$ cat config.mk
export PLATFORM = sky130hd
export DESIGN_NAME = arc_curve_char
export DESIGN_NICKNAME = d
export VERILOG_FILES = /design/src/rtl/arc_pkg.sv /design/src/rtl/arc_window.sv /design/src/rtl/arc_forecast.sv /design/src/rtl/arc_curve_char.sv
export SDC_FILE = /design/constraint.sdc
export NUM_CORES = 1
export LEC_CHECK = 0
export BUFFER_PORTS_ARGS = -buffer_cell sky130_fd_sc_hd__buf_2
export CORE_AREA = 3 3 118 120
export CTS_BUF_LIST = sky130_fd_sc_hd__clkbuf_2
export DETAILED_ROUTE_END_ITERATION = 6
export DIE_AREA = 0 0 121 123
export PLACE_DENSITY = 0.92
export SLEW_MARGIN = 20
export SYNTH_ARGS = -nofsm -noshare
export SYNTH_HDL_FRONTEND = slang
export SYNTH_HIERARCHICAL = 1
export SYNTH_SLANG_ARGS = --single-unit
$ cat constraint.sdc
create_clock -name clk -period 8.1 [get_ports clk]
set_input_delay 1.215 -clock clk [delete_from_list [all_inputs] [get_ports clk]]
set_output_delay 1.215 -clock clk [all_outputs]
set_load 0.02 [all_outputs]
$ cat src/rtl/arc_pkg.sv
package arc_pkg;

  typedef enum logic {PH_WAIT, PH_RUN} phase_e;

  // start offset of staggered instance idx for window 2^n split into phases
  function automatic int unsigned phase_offset(int unsigned idx, int unsigned n,
                                               int unsigned phases);
    return idx * ((32'd1 << n) / phases);
  endfunction

endpackage

$ cat src/rtl/arc_window.sv
module arc_window
  import arc_pkg::*;
#(
  parameter int unsigned N      = 4,
  parameter int unsigned OFFSET = 0
) (
  input  logic         clk,
  input  logic         rst,
  input  logic         in_valid,
  input  logic         in_ready,
  output logic         rpt_valid,
  output logic [N:0]   rpt_sigma,
  output logic [N:0]   rpt_rho
);
  localparam int unsigned LW       = 1 << N;
  localparam int unsigned CW       = N + 1;
  localparam int unsigned DW       = 2 * N + 4;
  localparam int unsigned OFF_LAST = (OFFSET > 0) ? OFFSET - 1 : 0;
  localparam phase_e      RST_PH   = (OFFSET == 0) ? PH_RUN : PH_WAIT;

  phase_e                ph_q;
  logic [CW-1:0]         dly_q;
  logic [CW-1:0]         t_q, f_q, tc_q, ftc_q;
  logic signed [DW-1:0]  d_q;
  logic [CW-1:0]         snap_f, snap_tc, snap_ftc;
  logic                  pend_q;

  logic                  hit, take, last;
  logic [CW-1:0]         t_n, f_n, tc_nx, ftc_nx;
  logic signed [DW-1:0]  d_try, d_nx;
  logic [2*CW-1:0]       prod;

  always_comb begin
    hit    = in_valid & in_ready;
    t_n    = t_q + CW'(1);
    f_n    = f_q + CW'(hit);
    // running value of f(tc)*t - f(t)*tc, kept by additions only
    d_try  = d_q + $signed(DW'(ftc_q)) - (hit ? $signed(DW'(tc_q)) : '0);
    take   = (tc_q == '0) || d_try[DW-1];
    tc_nx  = take ? t_n : tc_q;
    ftc_nx = take ? f_n : ftc_q;
    d_nx   = take ? '0 : d_try;
    last   = (t_n == CW'(LW));
    prod   = (2*CW)'(snap_f >> N) * (2*CW)'(snap_tc);
  end

  always_ff @(posedge clk) begin
    if (rst) begin
      ph_q      <= RST_PH;
      dly_q     <= '0;
      t_q       <= '0;
      f_q       <= '0;
      tc_q      <= '0;
      ftc_q     <= '0;
      d_q       <= '0;
      snap_f    <= '0;
      snap_tc   <= '0;
      snap_ftc  <= '0;
      pend_q    <= 1'b0;
      rpt_valid <= 1'b0;
      rpt_sigma <= '0;
      rpt_rho   <= '0;
    end else begin
      pend_q    <= 1'b0;
      rpt_valid <= pend_q;
      if (pend_q) begin
        rpt_sigma <= snap_ftc - prod[CW-1:0];
        rpt_rho   <= snap_f;
      end
      if (ph_q == PH_WAIT) begin
        dly_q <= dly_q + CW'(1);
        if (dly_q == CW'(OFF_LAST)) ph_q <= PH_RUN;
      end else if (last) begin
        snap_f   <= f_n;
        snap_tc  <= tc_nx;
        snap_ftc <= ftc_nx;
        pend_q   <= 1'b1;
        t_q      <= '0;
        f_q      <= '0;
        tc_q     <= '0;
        ftc_q    <= '0;
        d_q      <= '0;
      end else begin
        t_q   <= t_n;
        f_q   <= f_n;
        tc_q  <= tc_nx;
        ftc_q <= ftc_nx;
        d_q   <= d_nx;
      end
    end
  end


  count_le_time_chk: assert property (@(posedge clk) disable iff (rst)
    f_q <= t_q);


  cand_below_diag_chk: assert property (@(posedge clk) disable iff (rst)
    ftc_q <= tc_q);


  diff_nonneg_chk: assert property (@(posedge clk) disable iff (rst)
    !d_q[DW-1]);


  pulse_once_chk: assert property (@(posedge clk) disable iff (rst)
    rpt_valid |=> !rpt_valid);

endmodule

$ cat src/rtl/arc_forecast.sv
module arc_forecast #(
  parameter int unsigned N = 4
) (
  input  logic       clk,
  input  logic       rst,
  input  logic       in_valid,
  input  logic [N:0] in_sigma,
  input  logic [N:0] in_rho,
  output logic       fc_valid,
  output logic [N:0] fc_sigma,
  output logic [N:0] fc_rho
);
  localparam int unsigned LW = 1 << N;
  localparam int unsigned CW = N + 1;
  localparam int unsigned GW = CW + 3;

  logic [CW-1:0]        prev_q;
  logic signed [GW-1:0] guess;
  logic [CW-1:0]        clamped;

  always_comb begin
    guess = $signed({2'b00, in_rho, 1'b0}) - $signed({3'b000, prev_q});
    if (guess[GW-1])                     clamped = '0;
    else if (guess > $signed(GW'(LW)))   clamped = CW'(LW);
    else                                 clamped = guess[CW-1:0];
  end

  always_ff @(posedge clk) begin
    if (rst) begin
      prev_q   <= '0;
      fc_valid <= 1'b0;
      fc_sigma <= '0;
      fc_rho   <= '0;
    end else begin
      fc_valid <= in_valid;
      if (in_valid) begin
        prev_q   <= in_rho;
        fc_sigma <= in_sigma;
        fc_rho   <= clamped;
      end
    end
  end


  fc_range_chk: assert property (@(posedge clk) disable iff (rst)
    fc_valid |-> fc_rho <= CW'(LW));


  fc_follows_chk: assert property (@(posedge clk) disable iff (rst)
    fc_valid |-> $past(in_valid));

endmodule

$ cat src/rtl/arc_curve_char.sv
module arc_curve_char
  import arc_pkg::*;
#(
  parameter int unsigned N      = 4,
  parameter int unsigned PHASES = 2
) (
  input  logic       clk,
  input  logic       rst,
  input  logic       in_valid,
  input  logic       in_ready,
  output logic       rep_valid,
  output logic [N:0] rep_sigma,
  output logic [N:0] rep_rho,
  output logic       fc_valid,
  output logic [N:0] fc_sigma,
  output logic [N:0] fc_rho
);
  localparam int unsigned LW = 1 << N;
  localparam int unsigned CW = N + 1;

  logic [PHASES-1:0] win_v;
  logic [CW-1:0]     win_sig [PHASES];
  logic [CW-1:0]     win_rho [PHASES];
  logic [CW-1:0]     sel_sig, sel_rho;

  for (genvar gi = 0; gi < PHASES; gi++) begin : g_win
    arc_window #(
      .N      (N),
      .OFFSET (phase_offset(gi, N, PHASES))
    ) u_win (
      .clk       (clk),
      .rst       (rst),
      .in_valid  (in_valid),
      .in_ready  (in_ready),
      .rpt_valid (win_v[gi]),
      .rpt_sigma (win_sig[gi]),
      .rpt_rho   (win_rho[gi])
    );
  end

  // one-hot selection of the reporting instance
  always_comb begin
    sel_sig = '0;
    sel_rho = '0;
    for (int i = 0; i < PHASES; i++) begin
      sel_sig = sel_sig | (win_sig[i] & {CW{win_v[i]}});
      sel_rho = sel_rho | (win_rho[i] & {CW{win_v[i]}});
    end
  end

  always_ff @(posedge clk) begin
    if (rst) begin
      rep_valid <= 1'b0;
      rep_sigma <= '0;
      rep_rho   <= '0;
    end else begin
      rep_valid <= |win_v;
      if (|win_v) begin
        rep_sigma <= sel_sig;
        rep_rho   <= sel_rho;
      end
    end
  end

  arc_forecast #(.N(N)) u_fc (
    .clk      (clk),
    .rst      (rst),
    .in_valid (rep_valid),
    .in_sigma (rep_sigma),
    .in_rho   (rep_rho),
    .fc_valid (fc_valid),
    .fc_sigma (fc_sigma),
    .fc_rho   (fc_rho)
  );


  one_report_chk: assert property (@(posedge clk) disable iff (rst)
    $onehot0(win_v));


  rep_rho_range_chk: assert property (@(posedge clk) disable iff (rst)
    rep_valid |-> rep_rho <= CW'(LW));

endmodule

==> flow_results.xml <==
<?xml version="1.0" encoding="UTF-8"?>
<metrics>
  <group name="run_status">
    <metric name="outcome" unit="">finished clean</metric>
  </group>
  <group name="grt">
    <metric name="grt_pass1_wl" unit="µm">28800</metric>
    <metric name="grt.overflow.total" unit="">0</metric>
    <metric name="global_route.peak_usage_layer" unit="">met2</metric>
    <metric name="global_route.usage.met1" unit="%">30.1</metric>
    <metric name="globalRouteMet3Util" unit="%">5.99</metric>
    <metric name="largest_net_degree_at_the_start_of_global_routing" unit="">88</metric>
    <metric name="first_global_vias" unit="">6227</metric>
    <metric name="antenna_found_initial" unit="">0</metric>
    <metric name="global_route.usage.met2" unit="%">38.8</metric>
    <metric name="grt_util_all_layers" unit="%">23.5</metric>
  </group>
  <group name="setup_path">
    <metric name="crit_start" unit="">in_valid</metric>
    <metric name="worst-r2r-cell-count" unit="">10</metric>
    <metric name="crit_end" unit="">g_win[1].u_win/snap_ftc[3]$_SDFFE_PP0P_</metric>
    <metric name="timing_worst_setup_path_type" unit="">in2reg</metric>
    <metric name="worst_ep_required_time" unit="ns">8.70</metric>
    <metric name="worstSetupStartpointType" unit="">primary input</metric>
    <metric name="rr_startpoint" unit="">g_win[1].u_win/tc_q[4]$_SDFFE_PP0P_</metric>
    <metric name="cp.arrival" unit="ns">4.33</metric>
    <metric name="critPathMaxStageDelay" unit="ns">0.56</metric>
    <metric name="crit_path_top_delay_cell" unit="">o21ai_1</metric>
    <metric name="path_cells" unit="">buf_2 &gt; and3_1 &gt; fa_1 &gt; inv_1 &gt; ha_1 &gt; a21oi_1 &gt; o211ai_2 &gt; and3_4 &gt; o21ai_1 &gt; and2_1 &gt; o211ai_1</metric>
    <metric name="reg2reg_slack" unit="ns">4.67</metric>
    <metric name="timing.critical_path.to_type" unit="">flip-flop</metric>
    <metric name="critical_path.reg2reg.endpoint" unit="">g_win[1].u_win/snap_ftc[3]$_SDFFE_PP0P_</metric>
    <metric name="worst-path-max-fanout" unit="">12</metric>
  </group>
  <group name="logic_synthesis">
    <metric name="ys.warnings.count" unit="">6</metric>
    <metric name="postSynthCellCount" unit="">919</metric>
    <metric name="mappedNetlistArea" unit="µm²">8390</metric>
    <metric name="yosys.cell_types.count" unit="">81</metric>
    <metric name="synth_top_area_cell" unit="">dfxtp_1</metric>
    <metric name="synth-main-ff-cell" unit="">dfxtp_1</metric>
    <metric name="ys_ff_latch" unit="">157</metric>
    <metric name="yosysTopAreaCellShare" unit="%">37.5</metric>
    <metric name="synth_seq_area_share" unit="%">37.5</metric>
    <metric name="synth_top_area_cells" unit="">dfxtp_1 37%, ha_1 6.9%, inv_1 3.7%</metric>
    <metric name="number_of_enable_flip_flop_cells_after_synthesis" unit="">0</metric>
    <metric name="async_flop_share" unit="%">0</metric>
    <metric name="synth_nets" unit="">982</metric>
    <metric name="post_synthesis_area_per_instance" unit="µm²">9.13</metric>
  </group>
  <group name="sta">
    <metric name="fin_setup_tns" unit="ns">0</metric>
    <metric name="final_period_minus_worst_setup_slack" unit="ns">3.73</metric>
    <metric name="fmax" unit="MHz">268</metric>
    <metric name="timing.final.max_slew_violations" unit="">0</metric>
    <metric name="worst_clock_skew" unit="ns">0.0359</metric>
    <metric name="timing.slew.headroom" unit="%">37.2</metric>
    <metric name="timing.final.crit_share" unit="%">46.0</metric>
    <metric name="pnr_worst_setup_slack" unit="ns">4.37</metric>
    <metric name="max_slew.worst_pin.slew" unit="ns">0.939</metric>
    <metric name="setup_repair_after_global_routing_missed_its_margin" unit="">false</metric>
    <metric name="finalSetupViolCount" unit="">0</metric>
    <metric name="report.final.hold_viol_count" unit="">0</metric>
  </group>
  <group name="drt">
    <metric name="finalWirelength" unit="µm">17000</metric>
    <metric name="routed_wire_length_per_instance" unit="µm">15.3</metric>
    <metric name="detail_route.drc_violations" unit="">0</metric>
    <metric name="drtIter0Drc" unit="">547</metric>
    <metric name="drtPass1Iterations" unit="">5</metric>
    <metric name="vias_per_cell" unit="">6.00</metric>
    <metric name="route.vias.total" unit="">6655</metric>
    <metric name="postRouteAntennaNets" unit="">0</metric>
  </group>
  <group name="power_and_ir_drop">
    <metric name="power_leakage" unit="nW">3.38</metric>
    <metric name="power_density" unit="nW/µm²">265</metric>
    <metric name="maximum_ir_drop_on_the_vdd_rail" unit="mV">0.349</metric>
  </group>
  <group name="clock_network">
    <metric name="postCtsSetupRepairBufs" unit="">0</metric>
    <metric name="cts_hold_repair.buffers" unit="">0</metric>
    <metric name="worstSkewPairLatency" unit="ns">0.73</metric>
    <metric name="numCtsBuffers" unit="">17</metric>
    <metric name="cts_tree" unit="">yes</metric>
    <metric name="clock_sinks" unit="">157</metric>
    <metric name="cts.htree.levels" unit="">4</metric>
    <metric name="root_buffer" unit="">clkbuf_2</metric>
    <metric name="clk_path_buf_depth" unit="">2</metric>
    <metric name="cts.repair.resized" unit="">0</metric>
    <metric name="clk_pin_slew" unit="ns">0.21</metric>
  </group>
  <group name="finish">
    <metric name="seqCellArea" unit="µm²">3140</metric>
    <metric name="n_antenna_cell" unit="">0</metric>
    <metric name="design.final.nets" unit="">984</metric>
    <metric name="post_route_cells_drive_above_1_share" unit="%">9.22</metric>
    <metric name="multi_input_area" unit="µm²">4720</metric>
    <metric name="area.growth.synth_to_final" unit="%">4.79</metric>
    <metric name="fillers" unit="">994</metric>
    <metric name="stdcell_area" unit="µm²">8790</metric>
  </group>
  <group name="die">
    <metric name="top_level_ports" unit="">26</metric>
    <metric name="floorplan.core_area" unit="µm²">13100</metric>
    <metric name="design.die.area" unit="µm²">14900</metric>
    <metric name="die_h" unit="µm">123</metric>
    <metric name="floorplan.die.width" unit="µm">121</metric>
    <metric name="core.rowCount" unit="">42</metric>
    <metric name="floorplan.initialDensity" unit="%">64.1</metric>
  </group>
  <group name="job">
    <metric name="timing.max_cap.violations" unit="">0</metric>
  </group>
  <group name="place">
    <metric name="io_buffers" unit="">25</metric>
    <metric name="post_detailed_placement_half_perimeter_wirelength" unit="µm">12000</metric>
    <metric name="dp_slack" unit="ns">3.70</metric>
    <metric name="placed_cell_area" unit="µm²">8540</metric>
    <metric name="gp_routability_congestion" unit="">0.908</metric>
  </group>
  <group name="worst_hold_path">
    <metric name="hold_path.class" unit="">reg2reg</metric>
    <metric name="min-delay-start" unit="">g_win[1].u_win/snap_tc[2]$_SDFFE_PP0P_</metric>
  </group>
</metrics>
routing by layer:
metal / up-vias / wire (µm) / share of wire (%)
met3: 33 / 825 / 4.9
met2: 188 / 7970 / 47
met1: 3167 / 7880 / 46
met5: - / 0 / 0
li1: 3267 / - / -
met4: 0 / 283 / 1.7
worst min-delay path by stage:
stage / endpoint / depth (start not counted) / slack [ns]
after floorplan: g_win[0].u_win/d_q[1]$_SDFFE_PP0P_ / 2 / 0.43
after global placement: u_fc/fc_rho[3]$_SDFFE_PP0P_ / 2 / 0.43
after detailed placement: u_fc/fc_rho[3]$_SDFFE_PP0P_ / 2 / 0.45
after CTS: g_win[1].u_win/snap_tc[2]$_SDFFE_PP0P_ / 2 / 0.48
after global routing: u_fc/fc_rho[2]$_SDFFE_PP0P_ / 2 / 0.51
final: g_win[1].u_win/snap_tc[2]$_SDFFE_PP0P_ / 2 / 0.48
stage by stage:
| step | total power [mW] | cells | utilization, % | hold slack, ns |
|---|---|---|---|---|
| 2_1_floorplan | 1.70 | 919 | - | 0.425 |
| 3_3_place_gp | 1.84 | 1078 | 65.3 | 0.432 |
| 3_5_place_dp | 1.86 | 1078 | 65.3 | 0.449 |
| 4_1_cts | 2.32 | 1109 | 67.2 | 0.476 |
| 5_1_grt | 2.50 | 1109 | 67.2 | 0.507 |
| 6_report | 2.33 | 1109 | 67.2 | 0.475 |
registers in the layout, summed over array words and instances, names as in the netlist, 5 cells and up:
signal / count
g_win.u_win/d_q: 24
g_win.u_win/dly_q: 10
g_win.u_win/f_q: 10
g_win.u_win/ftc_q: 10
g_win.u_win/rpt_rho: 10
g_win.u_win/rpt_sigma: 10
g_win.u_win/snap_f: 10
g_win.u_win/snap_ftc: 10
g_win.u_win/snap_tc: 10
g_win.u_win/t_q: 10
g_win.u_win/tc_q: 10
rep_rho: 5
rep_sigma: 5
u_fc/fc_rho: 5
u_fc/fc_sigma: 5
u_fc/prev_q: 5
cell families after synthesis:
kind of cell | Yosys count | synth area share [%]
buffers and inverters | 127 | 6.34
muxes | 29 | 3.46
AOI/OAI and AO/OA | 217 | 19.9
DFF | 157 | 37.5
xor gates and xnor gates | 49 | 5.11
adders and majority gates | 59 | 9.96
and+or+nand+nor | 281 | 17.7
synthesized netlist by cell type (all sizes together), types with 11 or more instances:
library cell and number:
dfxtp 157, inv 82, nor2 82, ha 46, nand2 46, a21oi 43
clkbuf 30, mux2i 29, o21ai 28, xor2 28, nand3 26, a22o 25
xnor2 21, and3 20, nor3 17, a211oi 15, and2 15, buf 15
fa 13, o211ai 13, or3b 13, a21o 12, nand3b 12, nor2b 12
o2bb2ai 11
where the power goes:
group | switching, mW | internal, mW | leakage, nW
combinational | 0.632 | 0.403 | 1.97
sequential | 0.0316 | 0.811 | 1.27
clock | 0.281 | 0.175 | 0.150
total | 0.944 | 1.39 | 3.38
cell type report:
cell class / instances / area share, %
multi-input combinational: 635 / 53.6
sequential: 157 / 35.7
inverter: 82 / 3.50
tap: 176 / 2.50
clock inverter: 13 / 1.88
timing repair buffer: 28 / 1.71
clock buffer: 18 / 1.02
cell usage in the layout (no fill, tap or decap), types with 25 or more instances in the layout:
cell / instances
nand2_1: 46
ha_1: 46
nor2_1: 82
mux2i_1: 29
a22o_1: 25
nand3_1: 26
inv_1: 82
dfxtp_1: 157
xor2_1: 28
o21ai_0: 25
a21oi_1: 40
worst max-delay path, delay by kind of cell:
family	cells	cell delay [ns]
AOI/OAI and AO/OA	4	1.16
adders and majority gates	2	0.81
and+or+nand+nor	3	0.92
buffers and inverters	2	0.23
No activity file was read; power rests on OpenSTA's default activity.
